### config.mk
export PLATFORM = sky130hd
export DESIGN_NAME = input_debouncer
export DESIGN_NICKNAME = d
export VERILOG_FILES = /design/src/rtl/deb_pkg.sv /design/src/rtl/deb_sync.sv /design/src/rtl/deb_ondelay.sv /design/src/rtl/deb_latch.sv /design/src/rtl/input_debouncer.sv
export SDC_FILE = /design/constraint.sdc
export NUM_CORES = 1
export LEC_CHECK = 0
export BUFFER_PORTS_ARGS = -buffer_cell sky130_fd_sc_hd__buf_2
export CELL_PAD_IN_SITES_DETAIL_PLACEMENT = 0
export CELL_PAD_IN_SITES_GLOBAL_PLACEMENT = 1
export CORE_UTILIZATION = 45
export CTS_CLUSTER_SIZE = 8
export DETAILED_ROUTE_END_ITERATION = 6
export HOLD_SLACK_MARGIN = 0.15
export PLACE_DENSITY = 0.78
export SLEW_MARGIN = 20
export SYNTH_ARGS = -nofsm -noshare
export SYNTH_HDL_FRONTEND = slang
export SYNTH_SLANG_ARGS = --single-unit
### constraint.sdc
create_clock -name clk_i -period 2.2 [get_ports clk_i]
set_input_delay 0.55 -clock clk_i [delete_from_list [all_inputs] [get_ports clk_i]]
set_output_delay 0.55 -clock clk_i [all_outputs]
set_load 0.01 [all_outputs]
### src/rtl/deb_pkg.sv
package deb_pkg;
  parameter int unsigned DEB_TW_DEF   = 8;
  parameter int unsigned DEB_SYNC_DEF = 2;

  typedef enum logic {
    POL_LOW  = 1'b0,
    POL_HIGH = 1'b1
  } pol_e;
endpackage

### src/rtl/deb_sync.sv
module deb_sync #(
  parameter int unsigned STAGES = deb_pkg::DEB_SYNC_DEF
) (
  input  logic clk_i,
  input  logic rst_ni,
  input  logic d_i,
  output logic q_o
);
  logic [STAGES-1:0] pipe_q;

  always_ff @(posedge clk_i or negedge rst_ni) begin
    if (!rst_ni) pipe_q <= '0;
    else         pipe_q <= {pipe_q[STAGES-2:0], d_i};
  end

  assign q_o = pipe_q[STAGES-1];
endmodule

### src/rtl/deb_ondelay.sv
module deb_ondelay #(
  parameter int unsigned TW = deb_pkg::DEB_TW_DEF
) (
  input  logic          clk_i,
  input  logic          rst_ni,
  input  logic          run_i,
  input  logic          tick_i,
  input  logic [TW-1:0] pt_i,
  output logic          done_o,
  output logic [TW-1:0] et_o
);
  logic [TW-1:0] et_q;

  always_ff @(posedge clk_i or negedge rst_ni) begin
    if (!rst_ni)                    et_q <= '0;
    else if (!run_i)                et_q <= '0;
    else if (tick_i && et_q < pt_i) et_q <= et_q + 1'b1;  // saturates at preset
  end

  assign done_o = run_i && (et_q >= pt_i);
  assign et_o   = et_q;
endmodule

### src/rtl/deb_latch.sv
module deb_latch (
  input  logic clk_i,
  input  logic rst_ni,
  input  logic set_i,
  input  logic clr_i,
  output logic q_o
);
  logic q_q;

  // set wins over clear
  always_ff @(posedge clk_i or negedge rst_ni) begin
    if (!rst_ni)    q_q <= 1'b0;
    else if (set_i) q_q <= 1'b1;
    else if (clr_i) q_q <= 1'b0;
  end

  assign q_o = q_q;
endmodule

### src/rtl/input_debouncer.sv
module input_debouncer #(
  parameter int unsigned TW          = deb_pkg::DEB_TW_DEF,
  parameter int unsigned SYNC_STAGES = deb_pkg::DEB_SYNC_DEF
) (
  input  logic          clk_i,
  input  logic          rst_ni,
  input  logic          tick_i,
  input  logic          raw_i,
  input  logic [TW-1:0] db_time_i,
  output logic          filt_o
);
  import deb_pkg::*;

  localparam int unsigned NPOL = 2;

  logic                     sync_lvl;
  logic [NPOL-1:0]          done_w;
  logic [NPOL-1:0][TW-1:0]  et_w;

  deb_sync #(.STAGES(SYNC_STAGES)) u_sync (
    .clk_i  (clk_i),
    .rst_ni (rst_ni),
    .d_i    (raw_i),
    .q_o    (sync_lvl)
  );

  for (genvar g = 0; g < NPOL; g++) begin : g_tmr
    localparam pol_e POL = pol_e'(g);
    logic run;
    assign run = (POL == POL_HIGH) ? sync_lvl : !sync_lvl;

    deb_ondelay #(.TW(TW)) u_tmr (
      .clk_i  (clk_i),
      .rst_ni (rst_ni),
      .run_i  (run),
      .tick_i (tick_i),
      .pt_i   (db_time_i),
      .done_o (done_w[g]),
      .et_o   (et_w[g])
    );
  end

  deb_latch u_latch (
    .clk_i  (clk_i),
    .rst_ni (rst_ni),
    .set_i  (done_w[POL_HIGH]),
    .clr_i  (done_w[POL_LOW]),
    .q_o    (filt_o)
  );
endmodule

After elaboration in Yosys (flattened, before gate mapping) --
Index checks and enable logic that the tools add are counted.
Storage, ports and cells: output and inout bits 1, logic and storage cells 24, bits in writable memories 0, flip-flop bits (word level) 19, bits in read-only memories 0, memories 0, input port bits 12, latch bits 0
Operators by class: multipliers 0, equal/unequal tests 1, shift-type cells 0, $lt $le $gt $ge 4, bitwise logic cells 0, add/sub/neg operators 2, multiplexer cells 6, div/mod/pow operators 0, reduce and logical (&&, ||, !) cells 7
Operators by type and width (count):
- 2-to-1 mux 8 bit | 4
- adder 8 x 1 -> 8 bit, second input constant | 2
- greater-or-equal comparator 8 bit | 2
- less-than comparator 8 bit | 2
- logical AND 1 bit | 4
- nonzero test 2 bit | 2
- 2-to-1 mux 1 bit | 2
- inequality test 2 x 1 -> 1 bit, second input constant | 1
- zero test 1 bit | 1

Longest topological paths before layout --
Gate-level depths: netlist of run 1.
depth in word-level cells 4, mapped depth 8, mapped depth without buffers 7

Hierarchy --
A second synthesis of run 1 with hierarchy kept.
Second synthesis, totals: cell total of the unflattened synthesis 150, area total of the unflattened synthesis 1418.9 um^2
By module, submodules not included:
- deb_ondelay | cells each 72, area an instance 664.4 um^2, seq. area each 200.2 um^2, instances 2
- deb_sync | cells each 2, area an instance 50.0 um^2, seq. area each 50.0 um^2, instances 1
- deb_latch | cells each 3, area an instance 36.3 um^2, seq. area each 25.0 um^2, instances 1
- input_debouncer | cells each 1, area an instance 3.8 um^2, seq. area each 0.0 um^2, instances 1

Least setup slack after synthesis of run 1 --
No wires, ideal clock.
path type input -> register, start point input port db_time_i[7], end point register g_tmr[0].u_tmr.et_q[3], setup time 0.128 ns, path slack 0.090 ns, data required time 2.072 ns, stages 7, arrival time 1.983 ns, buffers on the path 0, cell sequence inv_1 > ha_1 > a41o_1 > a21oi_2 > nand2_1 > nor3b_1 > mux2_1
Between the ends: longest elaborated chain between the ends 3
RTL lines:
- start, declared | line input_debouncer.sv:9 | input logic [TW-1:0] db_time_i,
- less-than comparator 8 bit | line deb_ondelay.sv:17 | else if (tick_i && et_q < pt_i) et_q <= et_q + 1'b1;
- logical AND 1 bit | line deb_ondelay.sv:17
- nonzero test 2 bit (no line)
- end signal, assigned | line deb_ondelay.sv:17
- end, declared | line deb_ondelay.sv:12 | logic [TW-1:0] et_q;
Every way passes these cells. A chain may end at the register's enable or synchronous reset.

Final worst setup path of run 1 --
start point register g_tmr[0].u_tmr.et_q[6], end point register g_tmr[0].u_tmr.et_q[4]
Between the ends: longest elaborated chain between the ends 3
RTL lines (line):
- less-than comparator 8 bit | deb_ondelay.sv:17
- logical AND 1 bit | deb_ondelay.sv:17
- nonzero test 2 bit (no line)
Every way passes these cells.

==> impl_metrics.py, run 1 <==
metrics = {
    "worst_setup_path": {
        "critical_path.cell_chain": "ha_1 -> a41o_1 -> a21oi_2 -> nand2_1 -> nor3_1 -> mux2_2",
        "worst_r2r_startpoint": "g_tmr[0].u_tmr.et_o[6]$_DFFE_PN0P_",
        "worst_r2r_endpoint": "g_tmr[0].u_tmr.et_o[4]$_DFFE_PN0P_",
        "setup.worst_path.class": "flop to flop",
        "worst_path_largest_cell_delay_ps": 440,
        "crit_path_to": "g_tmr[0].u_tmr.et_o[4]$_DFFE_PN0P_",
        "critical_path.max_fanout": 7,
        "data_arrival_at_the_endpoint_of_the_critical_path_ps": 2280,
        "cp.required_ps": 2400,
        "crit_path_max_delay_cell_type": "sky130_fd_sc_hd__dfrtp_1",
        "worst_r2r_path_depth": 6,
        "setup.reg_to_reg.worst_slack_ps": 120,
        "setup.worst_path.end_class": "flop",
        "start_kind": "flop",
        "crit_path_start": "g_tmr[0].u_tmr.et_o[6]$_DFFE_PN0P_",
    },
    "timing": {
        "timing.fmax_mhz": 480.6,
        "timing.final.setup_violations": 0,
        "finalMaxSlewViolations": 0,
        "finalHoldWorstSlack_ps": 173.7,
        "fin_crit_ps": 2081,
        "slew_headroom_pct": 65.30,
        "rsz0062_at_grt": "false",
        "final_worst_setup_slack_ps": 119.2,
        "clock-skew-final_ps": 0.5446,
        "hold_violations": 0,
        "finalCritPeriodShare_pct": 94.58,
        "max_slew.worst_pin.slew_ps": 517.0,
    },
    "detailed_routing": {
        "drt_iter0_markers": 24,
        "routed-via-count": 1198,
        "drt-wirelength-per-cell_um": 15.29,
        "detail_route.wirelength_um": 3073,
        "post-route-drc-count": 4,
        "detail_route.vias_per_cell": 5.960,
        "ant_nets": 0,
        "firstDrtPassIters": 7,
    },
    "cts": {
        "cts_sinks": 19,
        "max-clock-path-buffers": 2,
        "clk_pin_slew_worst_paths_ps": 110,
        "cts-buffers-inserted": 3,
        "number_of_levels_in_the_clock_h_tree": 1,
        "tritoncts_clock_tree": "built",
        "cts_root_buf": "sky130_fd_sc_hd__clkbuf_4",
        "worst_skew_pair.late_latency_ps": 300,
    },
    "synthesis": {
        "synth_seq_area_share_pct": 34.99,
        "postSynthRegisterBits": 19,
        "net_count_after_synthesis": 174,
        "synthDistinctLibCells": 36,
        "post_synthesis_instance_total": 144,
        "yosys_warnings": 0,
        "cell_area_after_technology_mapping_sq_mm": 0.001359,
        "synth.avg_cell_area_sq_um": 9.436,
    },
    "cells_and_area": {
        "multiInputGateArea_sq_um": 835.8,
        "register_area_sq_um": 475.5,
        "drive_above_1_share_pct": 21.76,
        "layout.cells.most_common_list": "19 x sky130_fd_sc_hd__dfrtp_1, 18 x sky130_fd_sc_hd__ha_1, 14 x sky130_fd_sc_hd__buf_4",
        "filler_cell_count": 264,
        "number_of_antenna_cells_inserted": 0,
        "layout.cell_area.non_filler_sq_mm": 0.001577,
        "final_common_cell": "sky130_fd_sc_hd__dfrtp_1",
        "nNetsFinal": 201,
        "areaGrowthSynthToFinish_pct": 16.02,
    },
    "placed_design": {
        "gp_congestion": 0.7584,
        "detailedPlacementHpwl_um": 2382,
        "placedInstanceArea_sq_mm": 0.001545,
        "setup_slack_at_placement_ps": -178.4,
        "placement.io_buffers": 12,
    },
    "floorplan": {
        "core-area_sq_mm": 0.002805,
        "ioPinCount": 13,
        "num_rows": 19,
        "floorplan.die.height_um": 56.95,
        "starting_density_pct": 48.44,
        "dieArea_sq_mm": 0.003243,
        "die-width_um": 56.95,
    },
    "grt": {
        "first_global_vias": 1264,
        "initial_antenna_violation_count": 0,
        "groute.usage.overall_pct": 21.73,
        "grt_first_pass_wirelength_um": 5485,
        "largest_net_degree_at_the_start_of_global_routing": 20,
        "gr-total-overflow": 0,
    },
    "run_status": {
        "status": "finished, violations left",
        "violations": "design-rule violations",
    },
    "flow_run": {
        "max_cap_viol_count": 0,
    },
    "min_path": {
        "worst_hold_class": "input port to asynchronous set/reset pin",
    },
    "power": {
        "total_leakage_power_uw": 0.0007874,
        "cellPowerDensity_mw_per_mm2": 412.1,
        "ir_drop_v": 0.0003790,
    },
}
## critical path, delay by kind of cell (launching register included)
family | cells | cell delay [ps]
and+or+nand+nor | 2 | 450
DFF | 1 | 440
adders and majority gates | 1 | 330
AOI/OAI and AO/OA | 2 | 410
muxes | 1 | 360
## metal layers
metal	vias up	share of wire, %	global-route usage (%)
met2	19	47	35.80
met3	6	2.2	2.268
li1	586	-	-
met4	0	1.6	8.362
met1	587	49	29.64
met5	-	0	0
## flip-flops by register name, indices dropped and copies added (netlist names)
register and count:
u_latch.q_o 1, u_sync.pipe_q 2, g_tmr.u_tmr.et_o 16
## final cells by class
class / count / area share, %
Inverter: 9 / 2.143
Clock inverter: 1 / 0.3175
Timing Repair Buffer: 26 / 10.48
Clock buffer: 3 / 1.429
Sequential cell: 19 / 30.16
Multi-Input combinational cell: 112 / 53.02
Tap cell: 31 / 2.460
## cells by family after synthesis
kind of cell / count (synthesis) / share of synthesized area, %
compound gates: 32 / 15.75
fa+ha+maj: 18 / 16.57
buf+inv: 13 / 3.775
flops: 19 / 34.99
mux: 8 / 6.261
simple gates: 54 / 22.65
## where the power goes
group / internal (uW) / switching [uW] / total, uW
combinational: 43.2 / 52.9 / 96.1
clock: 67.9 / 116 / 184
sequential: 357 / 12.2 / 370
## how the worst min path moves through the flow
| stage | to | slack (ps) |
|---|---|---|
| final | g_tmr[1].u_tmr.et_o[1]$_DFFE_PN0P_ | 170 |
| after global routing | u_sync.pipe_q[0]$_DFF_PN0_ | 190 |
| after CTS | u_sync.pipe_q[1]$_DFF_PN0_ | 180 |
| after detailed placement | u_sync.pipe_q[1]$_DFF_PN0_ | 340 |
| after global placement | u_sync.pipe_q[1]$_DFF_PN0_ | 340 |
| after floorplan | g_tmr[0].u_tmr.et_o[0]$_DFFE_PN0P_ | 250 |
## repair_timing
action	4_1_cts	5_1_grt
hold buffers	0	0
gates resized for setup	0	1
endpoints found under the setup margin	0	8
setup buffers	0	0
## synth_stat cells
master / instances / area [sq um]
sky130_fd_sc_hd__o211ai_1: 4 / 30.03
sky130_fd_sc_hd__nand3_1: 5 / 25.02
sky130_fd_sc_hd__o21ai_1: 1 / 5.000
sky130_fd_sc_hd__a21oi_1: 10 / 50.05
sky130_fd_sc_hd__o21ai_0: 3 / 15.01
sky130_fd_sc_hd__a21o_1: 1 / 7.510
sky130_fd_sc_hd__nor2b_1: 6 / 37.54
sky130_fd_sc_hd__buf_2: 2 / 10.01
sky130_fd_sc_hd__o32a_1: 1 / 10.01
sky130_fd_sc_hd__nor3b_2: 1 / 12.51
sky130_fd_sc_hd__a21oi_2: 1 / 8.760
sky130_fd_sc_hd__a41o_1: 1 / 10.01
sky130_fd_sc_hd__nor4_1: 3 / 18.77
sky130_fd_sc_hd__inv_1: 9 / 33.78
sky130_fd_sc_hd__and3_1: 3 / 18.77
sky130_fd_sc_hd__o31ai_1: 3 / 22.52
sky130_fd_sc_hd__o21bai_1: 1 / 7.510
sky130_fd_sc_hd__nor3b_1: 2 / 15.01
sky130_fd_sc_hd__nand4_1: 7 / 43.79
sky130_fd_sc_hd__or3_1: 2 / 12.51
sky130_fd_sc_hd__or3b_1: 1 / 8.760
sky130_fd_sc_hd__nand3_2: 1 / 10.01
sky130_fd_sc_hd__clkbuf_1: 2 / 7.510
sky130_fd_sc_hd__mux2i_1: 4 / 40.04
sky130_fd_sc_hd__or4_1: 3 / 22.52
sky130_fd_sc_hd__o21a_1: 2 / 15.01
sky130_fd_sc_hd__nand2b_1: 2 / 12.51
sky130_fd_sc_hd__mux2_1: 1 / 11.26
sky130_fd_sc_hd__nand2_1: 10 / 37.54
sky130_fd_sc_hd__a21boi_1: 2 / 15.01
sky130_fd_sc_hd__nor3_1: 2 / 10.01
sky130_fd_sc_hd__ha_1: 18 / 225.2
sky130_fd_sc_hd__nor2_1: 6 / 22.52
sky130_fd_sc_hd__o31a_1: 2 / 17.52
sky130_fd_sc_hd__mux2_2: 3 / 33.78
sky130_fd_sc_hd__dfrtp_1: 19 / 475.5
## metrics by stage
stage	power [uW]	TNS (ps)	std cells	util (%)
2_1_floorplan	426.3	0	144	-
3_3_place_gp	467.9	-640.2	197	55.08
3_5_place_dp	472.6	-1305	197	55.08
4_1_cts	658.9	0	201	56.07
5_1_grt	692.1	0	201	56.20
6_report	649.7	0	201	56.20
Note: power is estimated with default switching activity, not from simulation.
==> run 2, diff against run 1 <==
- CAP_MARGIN: not set -> 20
- CORE_MARGIN: not set -> 3
==> run 2 against run 1 <==
The run now ends clean. Sequential share of layout area fell by 0.21 points. Clock skew rose by 2.8 ps. Cell count rose by 0.50%. Sequential cell count did not move. Clock power barely moved. Combinational power rose by 5%. Cell area rose by 0.71%. Fmax rose by 1.6%. Register-to-register slack improved by 30 ps. Sequential power barely moved. Worst setup slack improved by 32 ps. Largest cell class unchanged.
==> impl_metrics.py, run 2 (same netlist as run 1, synthesis figures left out) <==
metrics = {
    "cts": {
        "worst_skew_pair.late_latency_ps": 300,
        "cts_sinks": 19,
        "cts-buffers-inserted": 3,
        "post-cts-setup-buffers": 0,
        "holdBufCountCts": 0,
        "tritoncts_clock_tree": "built",
        "clk_pin_slew_worst_paths_ps": 120,
        "post_cts_resize_count": 0,
        "max-clock-path-buffers": 2,
        "number_of_levels_in_the_clock_h_tree": 1,
        "cts_root_buf": "sky130_fd_sc_hd__clkbuf_4",
    },
    "timing": {
        "finalMaxSlewViolations": 0,
        "final_worst_setup_slack_ps": 151.5,
        "setup_total_negative_slack_ps": 0,
        "finalCritPeriodShare_pct": 93.11,
        "clock-skew-final_ps": 3.393,
        "fin_crit_ps": 2049,
        "max_slew.worst_pin.slew_ps": 539.4,
        "timing.final.setup_violations": 0,
        "rsz0062_at_grt": "false",
        "timing.fmax_mhz": 488.2,
        "hold_violations": 0,
        "slew_headroom_pct": 64.04,
    },
    "detailed_routing": {
        "detail_route.wirelength_um": 3021,
        "routed-via-count": 1164,
        "drt_iter0_markers": 48,
        "post-route-drc-count": 0,
        "detail_route.vias_per_cell": 5.762,
        "drt-wirelength-per-cell_um": 14.96,
        "firstDrtPassIters": 4,
        "ant_nets": 0,
    },
    "worst_setup_path": {
        "data_arrival_at_the_endpoint_of_the_critical_path_ps": 2240,
        "start_kind": "flop",
        "cp.required_ps": 2390,
        "worst_r2r_path_depth": 6,
        "worst_r2r_startpoint": "g_tmr[0].u_tmr.et_o[7]$_DFFE_PN0P_",
        "critical_path.max_fanout": 4,
        "setup.worst_path.end_class": "flop",
        "setup.reg_to_reg.worst_slack_ps": 150,
        "worst_r2r_endpoint": "g_tmr[0].u_tmr.et_o[3]$_DFFE_PN0P_",
        "setup.worst_path.class": "flop to flop",
    },
    "cells_and_area": {
        "final_common_cell": "sky130_fd_sc_hd__dfrtp_1",
        "number_of_antenna_cells_inserted": 0,
        "largest_register_ffs": 16,
        "layout.cells.most_common_list": "19 x sky130_fd_sc_hd__dfrtp_1, 18 x sky130_fd_sc_hd__ha_1, 15 x sky130_fd_sc_hd__buf_4",
        "areaGrowthSynthToFinish_pct": 16.85,
        "filler_cell_count": 265,
        "drive_above_1_share_pct": 22.81,
        "utilization_pct": 56.60,
        "nNetsFinal": 202,
    },
    "power": {
        "power.internal_uw": 471.4,
        "ir_drop_v": 0.0002219,
        "seq_power_share_pct": 56.2,
        "cellPowerDensity_mw_per_mm2": 412.7,
        "share_comb_of_total_power_pct": 15.4,
        "netSwitchingPower_uw": 183.9,
        "power.switching_fraction_pct": 28.06,
        "clock_power_share_pct": 28.4,
        "total_leakage_power_uw": 0.0007926,
    },
    "floorplan": {
        "floorplan.die.height_um": 60.95,
        "die-width_um": 60.95,
        "num_rows": 19,
        "ioPinCount": 13,
        "starting_density_pct": 48.44,
        "core-area_sq_mm": 0.002805,
        "dieArea_sq_mm": 0.003715,
    },
    "grt": {
        "grt_first_pass_wirelength_um": 5271,
        "initial_antenna_violation_count": 0,
        "largest_net_degree_at_the_start_of_global_routing": 20,
        "groute.usage.overall_pct": 19.00,
        "first_global_vias": 1143,
        "gr-total-overflow": 0,
    },
    "placed_design": {
        "detailedPlacementHpwl_um": 2360,
        "gp_congestion": 0.8058,
        "placement.io_buffers": 12,
        "setup_slack_at_placement_ps": -204.0,
    },
    "flow_run": {
        "max_cap_viol_count": 0,
    },
    "min_path": {
        "worst_hold_class": "input port to asynchronous set/reset pin",
    },
    "run_status": {
        "status": "completed",
    },
}
-- run 2: changes by cell type in the layout (fill, tap and decap cells not counted) --
| cell | change |
|---|---|
| sky130_fd_sc_hd__a21oi_1 | -1 |
| sky130_fd_sc_hd__a21oi_2 | +1 |
| sky130_fd_sc_hd__buf_4 | +1 |
-- run 2: stage by stage --
stage	instance area (sq um)	cells	hold slack, ps	total power, uW
floorplan	1359	144	254.4	426.3
global placement	1553	198	346.3	471.1
detailed placement	1553	198	337.1	475.7
CTS	1580	202	185.2	667.1
global route	1588	202	189.1	696.6
finish	1588	202	173.5	655.3
-- run 2: worst max-delay path by stage --
| stage | startpoint | to | depth (start not counted) |
|---|---|---|---|
| after floorplan | db_time_i[7] | g_tmr[0].u_tmr.et_o[3]$_DFFE_PN0P_ | 7 |
| after global placement | db_time_i[1] | g_tmr[1].u_tmr.et_o[5]$_DFFE_PN0P_ | 8 |
| after detailed placement | db_time_i[7] | g_tmr[0].u_tmr.et_o[3]$_DFFE_PN0P_ | 7 |
| after CTS | g_tmr[0].u_tmr.et_o[1]$_DFFE_PN0P_ | g_tmr[0].u_tmr.et_o[3]$_DFFE_PN0P_ | 6 |
| after global routing | g_tmr[0].u_tmr.et_o[7]$_DFFE_PN0P_ | g_tmr[0].u_tmr.et_o[3]$_DFFE_PN0P_ | 6 |
| final | g_tmr[0].u_tmr.et_o[7]$_DFFE_PN0P_ | g_tmr[0].u_tmr.et_o[3]$_DFFE_PN0P_ | 6 |
-- run 2: final cells by class --
type / count / area [sq um] / share of cell area [%]
Multi-Input combinational cell: 112 / 839.6 / 52.88
Sequential cell: 19 / 475.5 / 29.94
Timing Repair Buffer: 27 / 172.7 / 10.87
Tap cell: 31 / 38.79 / 2.443
Inverter: 9 / 33.78 / 2.128
Clock buffer: 3 / 22.52 / 1.418
Clock inverter: 1 / 5.005 / 0.3152
-- run 2: worst max-delay path: stages (launching register included) --
cell                      delay [ps]
sky130_fd_sc_hd__dfrtp_1         420
sky130_fd_sc_hd__ha_1            320
sky130_fd_sc_hd__a41o_1          250
sky130_fd_sc_hd__a21oi_2         170
sky130_fd_sc_hd__nand2_1         150
sky130_fd_sc_hd__nor3b_1         260
sky130_fd_sc_hd__mux2_1          370
-- run 2: power groups by stage --
stage               sequential (uW)  combinational [uW]  clock [uW]
floorplan                       373                53.7           0
global placement                375                96.4           0
detailed placement              375                 101           0
CTS                             368                 102         197
global route                    370                 117         210
finish                          368                 101         186
-- run 2: per-layer routing --
metal / routed length (um) / global-route usage [%]
met2: 1401 / 29.77
met1: 1492 / 27.24
met4: 20 / 6.502
met5: 0 / 0
met3: 106 / 1.915
==> run 3, diff against run 2 <==
- CORE_ASPECT_RATIO: not set -> 0.8
==> run 3 against run 2 <==
Via count increased by 1.7%. Fmax decreased by 0.65%. Non-clock buffer count unchanged. Global-route usage decreased by 0.27 points. Critical path depth unchanged. Largest power group unchanged. First-iteration DRC count increased by 42%. Cell count increased by 3.5%.
==> impl_metrics.py, run 3 (same netlist as run 1, synthesis figures left out) <==
metrics = {
    "detailed_routing": {
        "drt-wirelength-per-cell_um": 14.44,
        "post-route-drc-count": 0,
        "routed-via-count": 1184,
        "firstDrtPassIters": 5,
        "ant_nets": 0,
        "detail_route.wirelength_um": 3017,
        "detail_route.vias_per_cell": 5.665,
        "drt_iter0_markers": 68,
    },
    "worst_setup_path": {
        "setup.worst_path.class": "flop to flop",
        "critical_path.cell_chain": "ha_1 -> a41o_1 -> a21oi_2 -> nand2_1 -> nor3b_1 -> mux2_2",
        "timing.critical_path.max_delay_family": "simple AND/OR/NAND/NOR gates",
        "crit_path_max_delay_cell_type": "sky130_fd_sc_hd__dfrtp_1",
        "cp.required_ps": 2360,
        "setup.reg_to_reg.worst_slack_ps": 140,
        "worst_path_largest_cell_delay_ps": 420,
        "setup.worst_path.end_class": "flop",
        "critical_path.max_fanout": 7,
        "worst_r2r_path_depth": 6,
        "data_arrival_at_the_endpoint_of_the_critical_path_ps": 2220,
        "cp_num_cells": 6,
        "path_buf_inv": 0,
        "start_kind": "flop",
    },
    "timing": {
        "finalCritPeriodShare_pct": 93.72,
        "max_slew.worst_pin.slew_ps": 538.5,
        "final_worst_setup_slack_ps": 138.2,
        "timing.final.setup_violations": 0,
        "finalMaxSlewViolations": 0,
        "hold_violations": 0,
        "clock-skew-final_ps": 2.101,
        "slew_headroom_pct": 64.10,
        "fin_crit_ps": 2062,
        "rsz0062_at_grt": "false",
        "timing.fmax_mhz": 485.0,
    },
    "power": {
        "cellPowerDensity_mw_per_mm2": 450.6,
        "power_uw": 725.6,
        "total_leakage_power_uw": 0.0007989,
        "ir_drop_v": 0.0003495,
    },
    "cells_and_area": {
        "layout.cells.most_common_list": "19 x sky130_fd_sc_hd__dfrtp_1, 18 x sky130_fd_sc_hd__ha_1, 15 x sky130_fd_sc_hd__buf_4",
        "areaGrowthSynthToFinish_pct": 18.51,
        "final_common_cell": "sky130_fd_sc_hd__dfrtp_1",
        "largest_register_ffs": 16,
        "number_of_antenna_cells_inserted": 0,
        "nNetsFinal": 202,
        "drive_above_1_share_pct": 21.64,
    },
    "cts": {
        "worst_skew_pair.late_latency_ps": 270,
        "post-cts-setup-buffers": 0,
        "post_cts_resize_count": 0,
        "cts_sinks": 19,
        "cts_root_buf": "sky130_fd_sc_hd__clkbuf_8",
        "max-clock-path-buffers": 2,
        "clk_pin_slew_worst_paths_ps": 80,
        "number_of_levels_in_the_clock_h_tree": 1,
        "holdBufCountCts": 0,
        "tritoncts_clock_tree": "built",
        "cts-buffers-inserted": 3,
    },
    "grt": {
        "grt_first_pass_wirelength_um": 5064,
        "gr-total-overflow": 0,
        "largest_net_degree_at_the_start_of_global_routing": 20,
        "groute.usage.overall_pct": 18.73,
        "first_global_vias": 1106,
        "initial_antenna_violation_count": 0,
    },
    "min_path": {
        "worst_hold_class": "input port to asynchronous set/reset pin",
    },
    "floorplan": {
        "floorplan.die.height_um": 55.15,
        "core-area_sq_mm": 0.002829,
        "die-width_um": 67.44,
        "starting_density_pct": 48.03,
        "ioPinCount": 13,
        "dieArea_sq_mm": 0.003719,
        "num_rows": 17,
    },
    "placed_design": {
        "detailedPlacementHpwl_um": 2363,
        "setup_slack_at_placement_ps": -137.1,
        "placement.io_buffers": 12,
        "gp_congestion": 0.8248,
    },
    "flow_run": {
        "max_cap_viol_count": 0,
    },
    "run_status": {
        "status": "completed",
    },
}
-- run 3: stage by stage --
step | TNS, ps | cell area, sq um | cells | hold WS (ps) | util, %
final | 0 | 1610 | 209 | 218.1 | 56.92
after global routing | 0 | 1610 | 209 | 232.7 | 56.92
after CTS | 0 | 1610 | 209 | 230.2 | 56.92
after detailed placement | -853.4 | 1562 | 205 | 351.1 | 55.20
after global placement | -406.5 | 1562 | 205 | 344.0 | 55.20
after floorplan | 0 | 1359 | 144 | 254.4 | -
-- run 3: layer usage --
metal / share of wire, % / up-vias / global-route usage [%]
met5: 0 / - / 0
met4: 1.8 / 0 / 7.407
met3: 4.5 / 7 / 5.051
met2: 43 / 24 / 28.71
met1: 51 / 561 / 25.22
li1: - / 592 / -
-- run 3: final timing paths --
kind                                                    start                                  to
max                        g_tmr[0].u_tmr.et_o[6]$_DFFE_PN0P_  g_tmr[0].u_tmr.et_o[2]$_DFFE_PN0P_
min                                                    rst_ni  g_tmr[0].u_tmr.et_o[3]$_DFFE_PN0P_
max reg2reg                g_tmr[0].u_tmr.et_o[6]$_DFFE_PN0P_  g_tmr[0].u_tmr.et_o[2]$_DFFE_PN0P_
min reg2reg                        u_sync.pipe_q[0]$_DFF_PN0_          u_sync.pipe_q[1]$_DFF_PN0_
max in group asynchronous                              rst_ni  g_tmr[1].u_tmr.et_o[0]$_DFFE_PN0P_
min in group clk_i                 u_sync.pipe_q[0]$_DFF_PN0_          u_sync.pipe_q[1]$_DFF_PN0_
-- run 3: final cells by class --
class                   instances  area, sq um
fillers                       248         1219
multi-input cells             112        832.0
flip-flops and latches         19        475.5
repair buffers                 27        172.7
well taps                      38        47.55
clock buffers                   3        41.29
inverters                       9        33.78
clock inverters                 1        7.507
-- run 3: where the power goes --
| part | internal [uW] | switching, uW |
|---|---|---|
| Sequential | 357 | 12.7 |
| Combinational | 41.4 | 51.2 |
| Clock | 128 | 135 |
| Total | 527 | 199 |
